[src/rtl/cfg_port_pkg.sv]
package cfg_port_pkg;
  localparam int unsigned KEY_W     = 16;
  localparam int unsigned IDX_W     = 14;
  localparam int unsigned BANK_BIT  = 15;
  localparam int unsigned DATA_W    = 64;
  localparam int unsigned LANES     = 8;

  // Length of an item in bytes; entries 0 and 1 of the common bank are fixed at 4.
  function automatic int unsigned item_len_f(input int unsigned bank,
                                             input int unsigned idx,
                                             input int unsigned max_len);
    if (bank == 0 && idx < 2) return 4;
    return (idx * 5 + bank * 12) % (max_len + 1);
  endfunction

  // Content byte k of an item.
  function automatic logic [7:0] item_byte_f(input int unsigned bank,
                                             input int unsigned idx,
                                             input int unsigned k,
                                             input bit          dma);
    if (bank == 0 && idx == 0) begin
      case (k)
        0:       return 8'h43;
        1:       return 8'h46;
        2:       return 8'h47;
        default: return 8'h50;
      endcase
    end
    if (bank == 0 && idx == 1) return (k == 0) ? {6'b0, dma, 1'b1} : 8'h00;
    return 8'((idx << 4) ^ (k * 7) ^ ((bank != 0) ? 32'hA5 : 32'h0));
  endfunction
endpackage

[src/rtl/cfg_item_rom.sv]
module cfg_item_rom
  import cfg_port_pkg::*;
#(
  parameter int unsigned NUM_ENTRIES = 8,
  parameter int unsigned MAX_LEN     = 16,
  parameter bit          DMA_PRESENT = 1'b1,
  parameter int unsigned IDXW        = 3,
  parameter int unsigned OFFW        = 5
) (
  input  logic                   bank_i,
  input  logic [IDXW-1:0]        idx_i,
  input  logic [OFFW-1:0]        off_i,
  output logic [OFFW-1:0]        len_o,
  output logic [LANES-1:0][7:0]  lane_o
);
  localparam int unsigned ADRW = (MAX_LEN > 1) ? $clog2(MAX_LEN) : 1;

  logic [7:0]      mem     [2][NUM_ENTRIES][MAX_LEN];
  logic [OFFW-1:0] len_tab [2][NUM_ENTRIES];
  logic [IDXW-1:0] ent;

  for (genvar gb = 0; gb < 2; gb++) begin : g_bank
    for (genvar ge = 0; ge < NUM_ENTRIES; ge++) begin : g_ent
      assign len_tab[gb][ge] = OFFW'(item_len_f(gb, ge, MAX_LEN));
      for (genvar gk = 0; gk < MAX_LEN; gk++) begin : g_byte
        assign mem[gb][ge][gk] = item_byte_f(gb, ge, gk, DMA_PRESENT);
      end
    end
  end

  assign ent   = (int'(idx_i) < NUM_ENTRIES) ? idx_i : '0;
  assign len_o = len_tab[bank_i][ent];

  for (genvar gj = 0; gj < LANES; gj++) begin : g_lane
    int unsigned pos;
    always_comb begin
      pos = int'(off_i) + gj;
      lane_o[gj] = (pos < MAX_LEN) ? mem[bank_i][ent][ADRW'(pos)] : 8'h00;
    end
  end
endmodule

[src/rtl/cfg_sel_state.sv]
module cfg_sel_state
  import cfg_port_pkg::*;
#(
  parameter int unsigned NUM_ENTRIES = 8,
  parameter int unsigned IDXW        = 3,
  parameter int unsigned OFFW        = 5
) (
  input  logic             clk,
  input  logic             rst_n,
  input  logic             sel_we_i,
  input  logic             sel_bank_i,
  input  logic [IDX_W-1:0] sel_index_i,
  input  logic [3:0]       adv_i,
  output logic             bank_o,
  output logic [IDXW-1:0]  idx_o,
  output logic             ok_o,
  output logic [OFFW-1:0]  off_o
);
  localparam logic [IDX_W-1:0] LIMIT = IDX_W'(NUM_ENTRIES);

  logic            bank_q, bank_n;
  logic [IDXW-1:0] idx_q, idx_n;
  logic            ok_q, ok_n;
  logic [OFFW-1:0] off_q, off_n;
  logic            upd_en;

  always_comb begin
    bank_n = bank_q;
    idx_n  = idx_q;
    ok_n   = ok_q;
    off_n  = off_q + OFFW'(adv_i);
    if (sel_we_i) begin
      bank_n = sel_bank_i;
      ok_n   = (sel_index_i < LIMIT);
      idx_n  = ok_n ? sel_index_i[IDXW-1:0] : '0;
      off_n  = '0;
    end
  end

  assign upd_en = sel_we_i | (adv_i != 4'd0);

  always_ff @(posedge clk or negedge rst_n) begin
    if (!rst_n) begin
      bank_q <= 1'b0;
      idx_q  <= '0;
      ok_q   <= 1'b1;
      off_q  <= '0;
    end else if (upd_en) begin
      bank_q <= bank_n;
      idx_q  <= idx_n;
      ok_q   <= ok_n;
      off_q  <= off_n;
    end
  end

  assign bank_o = bank_q;
  assign idx_o  = idx_q;
  assign ok_o   = ok_q;
  assign off_o  = off_q;
endmodule

[src/rtl/cfg_read_pack.sv]
module cfg_read_pack
  import cfg_port_pkg::*;
#(
  parameter int unsigned OFFW = 5
) (
  input  logic                  rd_en_i,
  input  logic [3:0]            size_i,
  input  logic                  ok_i,
  input  logic [OFFW-1:0]       off_i,
  input  logic [OFFW-1:0]       len_i,
  input  logic [LANES-1:0][7:0] lane_i,
  output logic [DATA_W-1:0]     data_o,
  output logic [3:0]            adv_o
);
  int unsigned avail, take, sz;

  always_comb begin
    sz    = int'(size_i);
    avail = (ok_i && (off_i < len_i)) ? int'(len_i - off_i) : 0;
    take  = 0;
    if (rd_en_i) take = (sz < avail) ? sz : avail;
    data_o = '0;
    for (int j = 0; j < LANES; j++) begin
      if (j < take) data_o[8*(sz-1-j) +: 8] = lane_i[j];
    end
    adv_o = 4'(take);
  end
endmodule

[src/rtl/cfg_item_port.sv]
module cfg_item_port
  import cfg_port_pkg::*;
#(
  parameter int unsigned NUM_ENTRIES = 8,
  parameter int unsigned MAX_LEN     = 16,
  parameter bit          DMA_PRESENT = 1'b1,
  parameter bit          COMBINED    = 1'b0
) (
  input  logic              clk,
  input  logic              rst_n,
  input  logic              acc_en,
  input  logic              acc_we,
  input  logic              acc_addr,
  input  logic [3:0]        acc_size,
  input  logic [DATA_W-1:0] acc_wdata,
  output logic [DATA_W-1:0] rd_data
);
  localparam int unsigned IDXW = (NUM_ENTRIES > 1) ? $clog2(NUM_ENTRIES) : 1;
  localparam int unsigned OFFW = $clog2(MAX_LEN + 1);

  logic                  data_rd, sel_wr;
  logic                  st_bank, st_ok;
  logic [IDXW-1:0]       st_idx;
  logic [OFFW-1:0]       st_off, item_len;
  logic [LANES-1:0][7:0] lanes;
  logic [3:0]            adv;
  logic                  unused_wdata;

  assign unused_wdata = ^{acc_wdata[DATA_W-1:KEY_W], acc_wdata[IDX_W]};

  if (COMBINED) begin : g_combined
    logic unused_addr;
    assign unused_addr = acc_addr;
    assign data_rd = acc_en && !acc_we && (acc_size == 4'd1);
    assign sel_wr  = acc_en &&  acc_we && (acc_size == 4'd2);
  end else begin : g_split
    logic size_ok;
    assign size_ok = (acc_size >= 4'd1) && (acc_size <= 4'd8);
    assign data_rd = acc_en && !acc_we &&  acc_addr && size_ok;
    assign sel_wr  = acc_en &&  acc_we && !acc_addr && (acc_size == 4'd2);
  end

  cfg_sel_state #(
    .NUM_ENTRIES(NUM_ENTRIES), .IDXW(IDXW), .OFFW(OFFW)
  ) u_state (
    .clk        (clk),
    .rst_n      (rst_n),
    .sel_we_i   (sel_wr),
    .sel_bank_i (acc_wdata[BANK_BIT]),
    .sel_index_i(acc_wdata[IDX_W-1:0]),
    .adv_i      (adv),
    .bank_o     (st_bank),
    .idx_o      (st_idx),
    .ok_o       (st_ok),
    .off_o      (st_off)
  );

  cfg_item_rom #(
    .NUM_ENTRIES(NUM_ENTRIES), .MAX_LEN(MAX_LEN), .DMA_PRESENT(DMA_PRESENT),
    .IDXW(IDXW), .OFFW(OFFW)
  ) u_rom (
    .bank_i(st_bank),
    .idx_i (st_idx),
    .off_i (st_off),
    .len_o (item_len),
    .lane_o(lanes)
  );

  cfg_read_pack #(.OFFW(OFFW)) u_pack (
    .rd_en_i(data_rd),
    .size_i (acc_size),
    .ok_i   (st_ok),
    .off_i  (st_off),
    .len_i  (item_len),
    .lane_i (lanes),
    .data_o (rd_data),
    .adv_o  (adv)
  );
endmodule

[config.mk]
export PLATFORM = sky130hd
export DESIGN_NAME = cfg_item_port
export DESIGN_NICKNAME = d
export VERILOG_FILES = /design/src/rtl/cfg_port_pkg.sv /design/src/rtl/cfg_item_rom.sv /design/src/rtl/cfg_sel_state.sv /design/src/rtl/cfg_read_pack.sv /design/src/rtl/cfg_item_port.sv
export SDC_FILE = /design/constraint.sdc
export NUM_CORES = 1
export LEC_CHECK = 0
export BUFFER_PORTS_ARGS = -buffer_cell sky130_fd_sc_hd__buf_2
export CAP_MARGIN = 15
export CORE_UTILIZATION = 29
export CTS_CLUSTER_DIAMETER = 100
export DETAILED_ROUTE_END_ITERATION = 10
export HOLD_SLACK_MARGIN = 0.1
export PLACE_DENSITY = 0.41
export SYNTH_ARGS = -nofsm -noshare
export SYNTH_HDL_FRONTEND = slang
export SYNTH_HIERARCHICAL = 1
export SYNTH_SLANG_ARGS = --single-unit
export TNS_END_PERCENT = 5
[constraint.sdc]
create_clock -name clk -period 34.1 [get_ports clk]
set_clock_uncertainty 0.2 [all_clocks]
set_input_delay 8.525 -clock clk [delete_from_list [all_inputs] [get_ports clk]]
set_output_delay 8.525 -clock clk [all_outputs]
set_load 0.01 [all_outputs]
==> impl_metrics.py, run 1 <==
metrics = {
    "setup_path": {
        "r2r_cells": 24,
        "max_stage_delay_ns": 1.13,
        "worst-path-max-fanout": 19,
        "required_ns": 25.37,
        "cpMostUsedCell": "ha_1",
        "r2r_start": "u_state/bank_o$_DFFE_PN0P_",
        "critPathLaunch": "acc_size[1]",
        "critPathKind": "in -> out",
        "cp.depth": 22,
        "critPathArrivalTime_ns": 17.32,
        "rr_endpoint": "u_state/off_o[4]$_DFFE_PN0P_",
        "critPathBufInv": 5,
        "crit_path_top_delay_cell": "o311ai_0",
        "crit_path_end_kind": "output pin",
        "start_kind": "input port",
        "endpoint": "rd_data[17]",
        "regToRegSetupSlack_ns": 26.22,
        "cp_cell_sequence": "buf_2, inv_1, ha_1, buf_4, nor2b_1, or2_2, inv_1, ha_1, nand2_1, o21ai_0, ha_1, nor4b_1, or4b_2, nor4_1, o32a_2, nor2_1, nor4_4, nand4_1, o311ai_0, o211ai_1, a21oi_1, buf_2",
        "path_delay_family": "simple AND/OR/NAND/NOR gates",
    },
    "floorplan": {
        "dieArea_sq_um": 47700,
        "start_util": 0.2967,
        "rows": 78,
        "core_sq_um": 45770,
        "ios": 137,
        "dieWidth_microns": 218.4,
        "die_y_microns": 218.4,
    },
    "cts": {
        "post_cts_resized": 0,
        "numCtsBuffers": 3,
        "clockRootBuffer": "clkbuf_16",
        "clk_latency_ns": 0.23,
        "htree_num_levels": 1,
        "cts_tree": "done",
        "cts_buffer_depth": 2,
        "cts_sinks": 10,
        "clk_pin_slew_ns": 0.04,
        "ctsHoldBuffers": 0,
        "cts_setup_buffers": 0,
    },
    "timing": {
        "rsz0062_at_grt": "no",
        "hold_viol": 0,
        "tightest_slew_ns": 1.232,
        "period_minus_slack_ns": 26.05,
        "setup_slack_ns": 8.052,
        "setup_violations": 0,
        "slew_headroom": 0.1713,
        "maxSlewViolCount": 0,
        "finalSetupTns_ns": 0,
        "finalCritPeriodShare": 0.7639,
        "fmax_mhz": 38.39,
    },
    "global_routing": {
        "grt_pass1_wl_mm": 128.5,
        "grt_usage": 0.3677,
        "grt_overflow_total": 0,
        "grt_max_degree": 60,
        "grt_pass1_vias": 17120,
        "antenna_found_initial": 6,
    },
    "yosys": {
        "yosysWarnings": 6,
        "ys_seq_area_frac": 0.01852,
        "async_reset_ff_frac": 1.000,
        "avgSynthCellArea_sq_um": 6.341,
        "synth_edf_count": 0,
        "synth_fp_nets": 2303,
        "synthFlopType": "dfrtp_1",
        "yosys.cell_types.count": 128,
        "synthCells": 2142,
        "netlist_area_sq_um": 13580,
        "synth_seq_cells": 10,
    },
    "place": {
        "routabilityCongestion": 1.038,
        "place_ws_ns": 8.528,
        "io_buffers": 87,
        "dpl.hpwl_mm": 71.79,
    },
    "power_and_ir_drop": {
        "p_sw_frac": 0.6987,
        "leakagePower_nw": 5.652,
        "max-vdd-ir-drop_mv": 0.02203,
        "p_comb_frac": 0.922,
        "switching_power_uw": 345.9,
        "power.internal_uw": 149.1,
        "p_per_area_nw_per_um2": 33.08,
        "seqPwrFrac": 0.032,
        "clkPwrFrac": 0.046,
    },
    "outcome": {
        "status": "finished, final reports clean",
    },
    "job": {
        "max-cap-violations": 0,
    },
    "layout": {
        "syn2layout_area_growth_pct": 10.19,
        "nNetsFinal": 2343,
        "fill_cells": 5147,
        "drive_above_1_share": 0.1362,
    },
    "drt": {
        "wl_per_cell_microns": 32.51,
        "first_pass_iters": 6,
        "finalWirelength_mm": 90.44,
        "ant_nets": 0,
        "num_vias": 19050,
        "drc": 0,
        "post_drt_via_cell_ratio": 6.849,
        "drt_iter0_drc": 2390,
    },
    "worst_hold_path": {
        "hp-class": "reg -> reg",
    },
}
-- metrics by stage --
stage / std cells / utilization / cell area (sq um) / power [mW] / hold slack [ns]
2_1_floorplan: 2142 / - / 13580 / 0.2681 / 0.3239
3_3_place_gp: 2773 / 0.3245 / 14850 / 0.4541 / 0.3669
3_5_place_dp: 2775 / 0.3248 / 14860 / 0.4518 / 0.3702
4_1_cts: 2779 / 0.3267 / 14950 / 0.4765 / 0.3801
5_1_grt: 2781 / 0.3269 / 14960 / 0.5109 / 0.3979
6_report: 2782 / 0.3270 / 14970 / 0.4950 / 0.3844
-- power by group through the flow --
| stage | logic [mW] | registers, mW | clock network (mW) |
|---|---|---|---|
| floorplan | 0.253 | 0.0149 | 0 |
| global placement | 0.438 | 0.0157 | 0 |
| detailed placement | 0.436 | 0.0159 | 0 |
| CTS | 0.438 | 0.0157 | 0.0232 |
| global route | 0.471 | 0.0161 | 0.0240 |
| finish | 0.456 | 0.0158 | 0.0228 |
-- layer usage --
metal  part of all wire  vias up  wire length, microns  track usage
met3              0.097      197                  8789      0.07335
met5            0.00038        -                    34            0
li1                   -     8360                     -            -
met1               0.44     9347                 39760       0.5113
met4              0.047        6                  4207       0.1396
met2               0.42     1144                 37650       0.5511
-- state kept, by name, indices dropped and copies added, names as in the netlist --
signal          count
u_state/bank_o      1
u_state/ok_o        1
u_state/off_o       5
u_state/idx_o       3
-- how the worst min path moves through the flow --
stage / start / end / slack [ns] / cells past startpoint
6_report: u_state/ok_o$_DFFE_PN1P_ / u_state/ok_o$_DFFE_PN1P_ / 0.38 / 1
5_1_grt: u_state/ok_o$_DFFE_PN1P_ / u_state/ok_o$_DFFE_PN1P_ / 0.40 / 1
3_3_place_gp: u_state/ok_o$_DFFE_PN1P_ / u_state/ok_o$_DFFE_PN1P_ / 0.37 / 1
2_1_floorplan: u_state/idx_o[2]$_DFFE_PN0P_ / u_state/idx_o[2]$_DFFE_PN0P_ / 0.32 / 1
3_5_place_dp: u_state/ok_o$_DFFE_PN1P_ / u_state/ok_o$_DFFE_PN1P_ / 0.37 / 1
4_1_cts: u_state/ok_o$_DFFE_PN1P_ / u_state/ok_o$_DFFE_PN1P_ / 0.38 / 1
-- Yosys cell counts (15+ instances only) --
library cell	n	area share
nand2_1	256	0.071
nor2_1	199	0.055
a21oi_1	168	0.062
o21ai_0	111	0.041
nor3_1	97	0.036
nand3_1	90	0.033
ha_1	86	0.079
clkbuf_1	77	0.021
inv_1	67	0.019
nor4_1	58	0.027
a31oi_1	41	0.019
nand4_1	40	0.018
and3_1	39	0.018
o22ai_1	39	0.018
buf_2	37	0.014
o211ai_1	37	0.020
and2_1	36	0.017
a211oi_1	35	0.019
nand2b_1	30	0.014
xnor2_1	29	0.019
or3_1	25	0.012
mux2i_1	22	0.016
o221ai_1	22	0.014
nor2b_1	21	0.0097
a221oi_1	20	0.013
o21a_1	19	0.011
or2_2	17	0.0078
a22oi_1	16	0.0088
buf_1	16	0.0044
o31ai_1	15	0.0083
xor2_1	15	0.0097
-- placed cells by master (no fill, tap or decap), drive strengths merged, types with 20 or more instances in the layout --
cell / count
o221ai: 22
nor2: 203
or3: 25
nor3: 99
nand2: 257
inv: 70
nor2b: 23
buf: 176
a31oi: 42
or2: 20
a21oi: 171
xnor2: 34
o22ai: 39
nand3: 91
nand2b: 30
o211ai: 37
mux2i: 22
and2: 39
a221oi: 20
a211oi: 37
o21ai: 123
ha: 86
nor4: 67
nand4: 40
and3: 39
-- cell families (layout without fill, tap and decap cells) --
kind of cell	after synthesis	in the layout	share of synthesized area
xor gates and xnor gates	55	55	0.04256
buffers and inverters	214	253	0.06826
DFF	10	10	0.01852
and+or+nand+nor	1003	1003	0.3832
other	1	2	0.0002761
AOI/OAI and AO/OA	736	736	0.3777
adders and majority gates	88	88	0.08217
muxes	35	35	0.02727
-- cell type report --
class | instances | area [sq um] | share of cell area
flip-flops and latches | 10 | 254.0 | 0.01697
multi-input cells | 1918 | 12500 | 0.8351
inverters | 72 | 270.3 | 0.01806
well taps | 600 | 750.7 | 0.05016
repair buffers | 177 | 1101 | 0.07357
diodes | 1 | 2.502 | 0.0001672
clock buffers | 4 | 88.84 | 0.005936
Note: power is estimated with default switching activity, not from simulation.
==> run 2: changes to the inputs <==
==> constraint.sdc (replaced) <==
create_clock -name clk -period 25.7 [get_ports clk]
set_clock_uncertainty 0.2 [all_clocks]
set_input_delay 6.425 -clock clk [delete_from_list [all_inputs] [get_ports clk]]
set_output_delay 6.425 -clock clk [all_outputs]
set_load 0.01 [all_outputs]
==> run 2 against run 1 <==
Final cell count shrank 0.36%. Combinational power up 29%. Sequential power grew 47%. Critical path depth grew 2. Worst hold slack got worse by 0.0072 ns. Final area decreased by 0.54%. Largest cell class unchanged. Highest routed layer unchanged.
==> impl_metrics.py, run 2 (synthesized netlist as in run 1, its figures left out) <==
metrics = {
    "timing": {
        "fmax_mhz": 45.53,
        "finalCritPeriodShare": 0.8546,
        "setup_slack_ns": 3.736,
        "setup_violations": 0,
        "hold_viol": 0,
        "tightest_slew_ns": 1.250,
        "slew_headroom": 0.1455,
        "rsz0062_at_grt": "no",
        "whs_ns": 0.3772,
        "period_minus_slack_ns": 21.96,
        "maxSlewViolCount": 0,
        "finalSetupTns_ns": 0,
    },
    "setup_path": {
        "path_delay_family": "simple AND/OR/NAND/NOR gates",
        "max_stage_delay_ns": 0.83,
        "critPathKind": "in -> out",
        "cp_cell_sequence": "buf_2, buf_4, inv_1, ha_1, nor2b_1, or2_2, inv_1, ha_1, nand2_1, inv_1, ha_1, o21ai_0, ha_1, nor4b_1, or4b_2, nor4_1, o32a_2, nor2_1, nor4_4, nand4_1, or2_2, o21ai_0, a221o_1, buf_2",
        "cpMostUsedCell": "ha_1",
        "r2r_start": "u_state/bank_o$_DFFE_PN0P_",
        "start_kind": "input port",
        "critPathArrivalTime_ns": 15.34,
        "worst-path-max-fanout": 49,
        "required_ns": 19.08,
        "critPathLaunch": "acc_size[0]",
        "critPathBufInv": 6,
        "crit_path_end_kind": "output pin",
        "crit_path_top_delay_cell": "nor4_4",
    },
    "power_and_ir_drop": {
        "power.total_uw": 636.4,
        "max-vdd-ir-drop_mv": 0.04343,
        "p_per_area_nw_per_um2": 42.75,
        "leakagePower_nw": 5.610,
    },
    "global_routing": {
        "grt_pass1_vias": 17130,
        "gr-max-usage-layer": "met2",
        "grt_pass1_wl_mm": 124.1,
        "use_met1": 0.4927,
        "grtUsageMet2": 0.5257,
        "grt_usage": 0.3533,
        "grt_max_degree": 55,
        "grt_overflow_total": 0,
        "antenna_found_initial": 4,
        "met3_usage": 0.06667,
    },
    "cts": {
        "clk_pin_slew_ns": 0.04,
        "numCtsBuffers": 3,
        "clockRootBuffer": "clkbuf_16",
        "htree_num_levels": 1,
        "cts_buffer_depth": 2,
        "cts_tree": "done",
        "post_cts_resized": 0,
        "clk_latency_ns": 0.23,
        "ctsHoldBuffers": 0,
        "cts_sinks": 10,
        "cts_setup_buffers": 0,
    },
    "drt": {
        "first_pass_iters": 9,
        "drc": 0,
        "wl_per_cell_microns": 31.47,
        "ant_nets": 0,
        "post_drt_via_cell_ratio": 6.865,
        "num_vias": 19030,
        "drt_iter0_drc": 2786,
        "finalWirelength_mm": 87.23,
    },
    "place": {
        "dpl.hpwl_mm": 69.64,
        "io_buffers": 87,
        "routabilityCongestion": 1.021,
        "placed_area_sq_um": 14790,
        "place_ws_ns": 3.831,
        "dp.cells": 2766,
    },
    "layout": {
        "syn2layout_area_growth_pct": 9.599,
        "drive_above_1_share": 0.1308,
        "nNetsFinal": 2334,
        "postLayoutCellArea_sq_um": 14890,
        "final_cells": 2772,
        "final_common_cell": "nand2_1",
        "diodes": 0,
        "largest_register_ffs": 5,
        "fin_util": 0.3252,
        "final_cell_mix": "256 x nand2_1, 198 x nor2_1, 168 x a21oi_1",
        "fill_cells": 5163,
    },
    "floorplan": {
        "rows": 78,
        "core_sq_um": 45770,
        "ios": 137,
        "start_util": 0.2967,
        "dieArea_sq_um": 47700,
        "dieWidth_microns": 218.4,
        "die_y_microns": 218.4,
    },
    "job": {
        "max-cap-violations": 0,
    },
    "worst_hold_path": {
        "min-delay-start": "u_state/ok_o$_DFFE_PN1P_",
        "hp-class": "reg -> reg",
    },
    "outcome": {
        "status": "finished, final reports clean",
    },
}
-- run 2: power breakdown --
part           switching [mW]  internal [mW]  total, mW
Combinational           0.432          0.153      0.586
Sequential            0.00620         0.0171     0.0233
Clock                 0.00674         0.0207     0.0275
-- run 2: area by class of cell --
class | count | area, sq um | share of cell area
inverter | 72 | 270.3 | 0.01816
timing repair buffer | 168 | 1041 | 0.06993
sequential | 10 | 254.0 | 0.01706
multi-input combinational | 1918 | 12490 | 0.8391
tap | 600 | 750.7 | 0.05043
clock buffer | 4 | 78.83 | 0.005295
-- run 2: per-layer routing --
metal	vias up	wire length [microns]	share of wire
met1	9290	38200	0.44
li1	8334	-	-
met4	4	4036	0.046
met2	1199	36360	0.42
met5	-	26	0.00030
met3	202	8609	0.099
-- run 2: worst paths after layout --
path | end | slack, ns | cells after the start
hold reg to reg | u_state/ok_o$_DFFE_PN1P_ | 0.38 | 1
hold / removal | u_state/ok_o$_DFFE_PN1P_ | 0.38 | 1
setup reg to reg | u_state/off_o[4]$_DFFE_PN0P_ | 18.38 | 25
min in group asynchronous | u_state/off_o[2]$_DFFE_PN0P_ | 5.85 | 1
setup / recovery | rd_data[30] | 3.74 | 24
max in group asynchronous | u_state/ok_o$_DFFE_PN1P_ | 19.19 | 1
